[src/rtl/mod3_pkg.sv]
package mod3_pkg;

    typedef enum logic [1:0] {
        OP_ADD  = 2'b00,
        OP_SUB  = 2'b01,
        OP_MUL  = 2'b10,
        OP_NONE = 2'b11
    } rop_e;

    localparam logic [1:0] RES_ILLEGAL = 2'b11;

    typedef struct packed {
        logic man_err;
        logic exp_err;
        logic irq;
        logic wr_blk;
    } flag_s;

    // modulo-3 sum of two residues in 0..2
    function automatic logic [1:0] add3(input logic [1:0] a, input logic [1:0] b);
        logic [2:0] s;
        s = {1'b0, a} + {1'b0, b};
        if (s >= 3'd3) begin
            s = s - 3'd3;
        end
        return s[1:0];
    endfunction

    // additive inverse modulo 3
    function automatic logic [1:0] neg3(input logic [1:0] a);
        logic [1:0] r;
        case (a)
            2'd1:    r = 2'd2;
            2'd2:    r = 2'd1;
            default: r = 2'd0;
        endcase
        return r;
    endfunction

    // modulo-3 product of two residues in 0..2
    function automatic logic [1:0] mul3(input logic [1:0] a, input logic [1:0] b);
        logic [1:0] r;
        if (a == 2'd0 || b == 2'd0) begin
            r = 2'd0;
        end else if (a == 2'd1) begin
            r = b;
        end else if (b == 2'd1) begin
            r = a;
        end else begin
            r = 2'd1;
        end
        return r;
    endfunction

endpackage

[src/rtl/mod3_reduce.sv]
module mod3_reduce
    import mod3_pkg::*;
#(
    parameter int W = 36
) (
    input  logic [W-1:0] din,
    output logic [1:0]   res
);
    // bit i weighs 2^i, which is 1 or 2 mod 3 by parity; a bit pair weighs 4^k == 1
    localparam int NP  = (W + 1) / 2;
    localparam int WP  = 2 * NP;
    localparam int LVL = (NP > 1) ? $clog2(NP) : 0;
    localparam int NL  = 1 << LVL;

    logic [WP-1:0] padded;
    logic [1:0]    node [1:2*NL-1];

    assign padded = WP'(din);

    genvar gi;
    generate
        for (gi = 0; gi < NL; gi++) begin : g_leaf
            if (gi < NP) begin : g_used
                // pair value 0..3 folded to 0..2
                assign node[NL+gi] = (padded[2*gi+1 -: 2] == 2'b11) ? 2'b00
                                                                   : padded[2*gi+1 -: 2];
            end else begin : g_pad
                assign node[NL+gi] = 2'b00;
            end
        end
        for (gi = 1; gi < NL; gi++) begin : g_tree
            assign node[gi] = add3(node[2*gi], node[2*gi+1]);
        end
    endgenerate

    assign res = node[1];

endmodule

[config.mk]
export PLATFORM = sky130hd
export DESIGN_NAME = mod3_reduce
export DESIGN_NICKNAME = d
export VERILOG_FILES = /design/src/rtl/mod3_pkg.sv /design/src/rtl/mod3_reduce.sv
export SDC_FILE = /design/constraint.sdc
export NUM_CORES = 1
export LEC_CHECK = 0
export BUFFER_PORTS_ARGS = -buffer_cell sky130_fd_sc_hd__clkbuf_2
export CAP_MARGIN = 15
export CORE_ASPECT_RATIO = 2
export CORE_MARGIN = 4
export CORE_UTILIZATION = 40
export DETAILED_ROUTE_END_ITERATION = 8
export MAX_ROUTING_LAYER = met4
export PLACE_DENSITY = 0.68
export SYNTH_ARGS = -nofsm -noshare
export SYNTH_HDL_FRONTEND = slang
export SYNTH_SLANG_ARGS = --single-unit
[constraint.sdc]
create_clock -name vclk -period 11.1
set_clock_uncertainty 0.05 [all_clocks]
set_input_delay 2.22 -clock vclk [all_inputs]
set_output_delay 2.22 -clock vclk [all_outputs]
set_load 0.05 [all_outputs]
# --- Word-level counts from Yosys, hierarchy flattened ---
# Cells that the tools add are included.
op_classes:
  n_addsub: 37
  n_lt_le_gt_ge: 20
  n_eq_ne: 18
  mux: 38
op_table:
  columns: ["cell", "count"]
  rows:
  - ["2-bit two-way mux", 38]
  - ["2-bit by 2-bit adder with 3-bit output", 17]
  - ["3-bit by 2-bit greater-or-equal comparator with 1-bit output, second input constant", 17]
  - ["2-bit subtractor, second input constant", 20]
  - ["2-bit == test, second input constant", 18]
  - ["2-bit greater-or-equal comparator, second input constant", 3]
word_totals:
  regBits: 0
  inputBits: 36
  output_inout_bits: 2
  elab_cells: 113

# --- Longest topological paths before layout ---
depth:
  ltp_word: 17
  depth_mapped: 26

# --- Worst setup path before layout ---
# OpenSTA, ideal clock, no wires.
synth_path:
  path_kind: "input-to-output"
  from: "in din[6]"
  to: "out res[0]"
  arrival_time_ps: 10010
  setup_slack_ps: -1180
  cell_stages: 26
  n_path_buf: 0
  path_cell_list: "nor2b_1 -> ha_1 -> fa_1 -> ha_1 -> or4b_1 -> o21ai_0 -> ha_1 -> fa_1 -> ha_1 -> or4b_1 -> o21ai_0 -> ha_1 -> fa_1 -> ha_1 -> or4b_1 -> o21ai_0 -> ha_1 -> fa_1 -> ha_1 -> or4b_1 -> o21ai_0 -> ha_1 -> fa_1 -> ha_1 -> or3_1 -> a21oi_1"
synth_via:
  elab_chain_len: 17
  word_cells_on_any_way: 22
  classes_between: "10 x add/sub; 5 x order compare; 1 x eq/ne; 6 x mux"
synth_lines:
  columns: ["element", "line", "source"]
  rows:
  - ["from (decl)", "mod3_reduce.sv:6", "input logic [W-1:0] din,"]
  - ["2-bit == test", "mod3_reduce.sv:25", "assign node[NL+gi] = (padded[2*gi+1 -: 2] == 2'b11) ? 2'b00"]
  - ["2-bit two-way mux (*)", "mod3_reduce.sv:25", null]
  - ["2-bit by 2-bit adder with 3-bit output (*)", "mod3_pkg.sv:22", "s = {1'b0, a} + {1'b0, b};"]
  - ["3-bit by 2-bit greater-or-equal comparator with 1-bit output or 2-bit subtractor (tied branches)", "mod3_pkg.sv:23, mod3_pkg.sv:24", null]
  - ["2-bit two-way mux (*)", "mod3_pkg.sv:23", "if (s >= 3'd3) begin"]
  - ["2-bit by 2-bit adder with 3-bit output (*)", "mod3_pkg.sv:22", null]
  - ["3-bit by 2-bit greater-or-equal comparator with 1-bit output or 2-bit subtractor (tied branches)", "mod3_pkg.sv:23, mod3_pkg.sv:24", null]
  - ["2-bit two-way mux (*)", "mod3_pkg.sv:23", null]
  - ["2-bit by 2-bit adder with 3-bit output (*)", "mod3_pkg.sv:22", null]
  - ["3-bit by 2-bit greater-or-equal comparator with 1-bit output or 2-bit subtractor (tied branches)", "mod3_pkg.sv:23, mod3_pkg.sv:24", null]
  - ["2-bit two-way mux (*)", "mod3_pkg.sv:23", null]
  - ["2-bit by 2-bit adder with 3-bit output (*)", "mod3_pkg.sv:22", null]
  - ["3-bit by 2-bit greater-or-equal comparator with 1-bit output or 2-bit subtractor (tied branches)", "mod3_pkg.sv:23, mod3_pkg.sv:24", null]
  - ["2-bit two-way mux (*)", "mod3_pkg.sv:23", null]
  - ["2-bit by 2-bit adder with 3-bit output (*)", "mod3_pkg.sv:22", null]
  - ["3-bit by 2-bit greater-or-equal comparator with 1-bit output or 2-bit subtractor (tied branches)", "mod3_pkg.sv:23, mod3_pkg.sv:24", null]
  - ["2-bit two-way mux (*)", "mod3_pkg.sv:23", null]
  - ["to (decl)", "mod3_reduce.sv:7", "output logic [1:0] res"]
# Every way passes the cells marked *; elsewhere a longest branch is shown, timed or not.

# --- Worst setup path in the final report ---
layout_path:
  from: "in din[10]"
  to: "out res[0]"
# Same word-level chain as after synthesis.

==> impl_metrics.env <==
export IMPL_hold_viol_final=0
export IMPL_gr_total_overflow=0
export IMPL_path_class="input port to output port"
export IMPL_dp_slack_ns=-1.05
export IMPL_seq_area_um2=0
export IMPL_core_area_um2=3680
export IMPL_antenna_found_initial=0
export IMPL_worstMarginPinSlew_ns=0.296
export IMPL_setup_viol_count_final=2
export IMPL_yosysTopAreaCellShare_pct=27.6
export IMPL_nFlopsAndLatches=0
export IMPL_area_growth_pct=60.2
export IMPL_rsz0062_at_grt="yes"
export IMPL_clkbuf_count=0
export IMPL_slew_violations=0
export IMPL_drt_iter0_markers=14
export IMPL_relSlewSlack_pct=80.1
export IMPL_synth_cell_types=18
export IMPL_dp_hpwl_mm=3.13
export IMPL_grtUsageTotal_pct=15.6
export IMPL_fin_crit_sh_pct=108
export IMPL_die_h_um=95.8
export IMPL_dr_pass1_iters=3
export IMPL_ys_top_cells_by_area="ha_1, fa_1, nor2b_1"
export IMPL_drc=0
export IMPL_vias_per_cell=5.27
export IMPL_postRouteWirelength_mm=3.73
export IMPL_final_nets=360
export IMPL_yosysTopAreaCell="ha_1"
export IMPL_crit_fanout=2
export IMPL_cp_end_kind="output port"
export IMPL_ioPinCount=38
export IMPL_die_width_um=51.9
export IMPL_synth_area_um2=1540
export IMPL_start_util_pct=41.8
export IMPL_grt_pass1_wl_mm=6.30
export IMPL_place_port_buffers=38
export IMPL_worst_ep_required_time_ns=8.83
export IMPL_fillers=318
export IMPL_synthCells=171
export IMPL_place_gp_congestion=0.790
export IMPL_grt_start_max_net_pins=6
export IMPL_arrival_ns=9.68
export IMPL_rows=31
export IMPL_startpoint_type="input port"
export IMPL_timing_final_crit_period_ns=11.95
export IMPL_drv_cap=0
export IMPL_layout_drive_gt1_share_pct=55.0
export IMPL_ys_seq_area_share_pct=0
export IMPL_fmax_ghz=0.0837
export IMPL_synth_avg_cell_area_um2=9.01
export IMPL_drt_antenna_violating_nets=0
export IMPL_ys_warnings_count=0
export IMPL_synthesis_nets=258
export IMPL_wl_per_cell_um=11.7
export IMPL_violations="negative setup slack"
export IMPL_grt_pass1_vias=1756
export IMPL_status="finished, violations left"
export IMPL_dieArea_um2=4970
export IMPL_fin_ws_ns=-0.852
export IMPL_num_antenna_cells=0
export IMPL_vias=1686
export IMPL_hp_class="input port to output port"
[per-stage QoR]
| step | cells | instance area, um2 | util [%] | hold WS [ns] | TNS, ns |
|---|---|---|---|---|---|
| 2_1_floorplan | 171 | 1580 | - | 5.14 | -1.23 |
| 3_3_place_gp | 312 | 2240 | 60.7 | 5.53 | -1.83 |
| 3_5_place_dp | 312 | 2240 | 60.7 | 5.54 | -2.06 |
| 4_1_cts | 316 | 2350 | 63.9 | 5.49 | -1.70 |
| 5_1_grt | 320 | 2470 | 67.0 | 5.54 | -2.22 |
| 6_report | 320 | 2470 | 67.0 | 5.47 | -1.69 |
[layer usage]
metal	global-route usage, %	part of all wire (%)	vias up
met2	33.8	63	22
met3	0	1.9	2
li1	-	-	868
met4	0.219	0.37	0
met1	15.3	34	794
met5	-	0	-
[cells by family after synthesis]
| kind of cell | synth area share (%) |
|---|---|
| AOI/OAI and AO/OA | 15.9 |
| adders and majority gates | 49.7 |
| buffers and inverters | 0.487 |
| and+or+nand+nor | 33.9 |
[placed cells by master, fill, tap and decap left out, types with 2 or more instances in the layout]
cell	synthesis	routed
buf_4	0	62
clkbuf_2	0	35
nor2b_1	35	28
ha_2	0	27
fa_1	17	17
nor3_1	16	15
o32a_1	12	12
nor2_1	12	12
or4b_1	12	11
o21ai_1	0	7
ha_1	34	6
nor2b_4	0	5
o21ai_2	0	4
or3_4	0	3
a21oi_2	0	3
o21a_1	4	3
nor2b_2	0	2
inv_1	2	2
nand2b_1	2	2
buf_8	0	2
[layout make-up]
class	instances	area, um2	share of cell area [%]
timing repair buffer	100	682	27.6
multi-input combinational	169	1720	69.6
tap	49	61.3	2.48
inverter	2	7.51	0.304
[critical path, stage by stage]
cell and delay (ns):
clkbuf_2 0.08, nor2b_1 0.12, ha_1 0.20, fa_1 0.47
ha_2 0.20, or4b_1 0.47, o21ai_0 0.12, ha_2 0.22
fa_1 0.45, ha_2 0.21, or3_4 0.38, a21oi_2 0.15
ha_2 0.19, fa_1 0.43, ha_2 0.19, or4b_1 0.51
o21ai_1 0.09, ha_2 0.19, fa_1 0.44, ha_2 0.19
or4b_1 0.52, o21ai_1 0.10, ha_2 0.19, fa_1 0.44
ha_2 0.20, or3_4 0.40, a21oi_4 0.14, buf_8 0.16
[cells in the mapped netlist]
cell / instances
fa_1: 17
o21ai_0: 12
a21oi_1: 4
nand2b_1: 2
or4b_1: 12
nand2_1: 1
a22oi_1: 1
ha_1: 34
nand4b_1: 1
o21a_1: 4
o32a_1: 12
nor2b_1: 35
or3_1: 4
nor2_1: 12
inv_1: 2
nor3_1: 16
or3b_1: 1
o31ai_1: 1
[final timing paths]
path | from | endpoint | cells after the start
max | din[10] | res[0] | 28
min | din[35] | res[0] | 9
[timing repair]
action	in CTS	in global routing
pin swaps	43	33
setup buffers	4	4
gates resized for setup	35	24
endpoints found under the setup margin	2	2
gates cloned	0	0
hold buffers	0	0
Power is not shown: default switching activity piles up to over one toggle a cycle in this logic, so the estimate is an artifact.
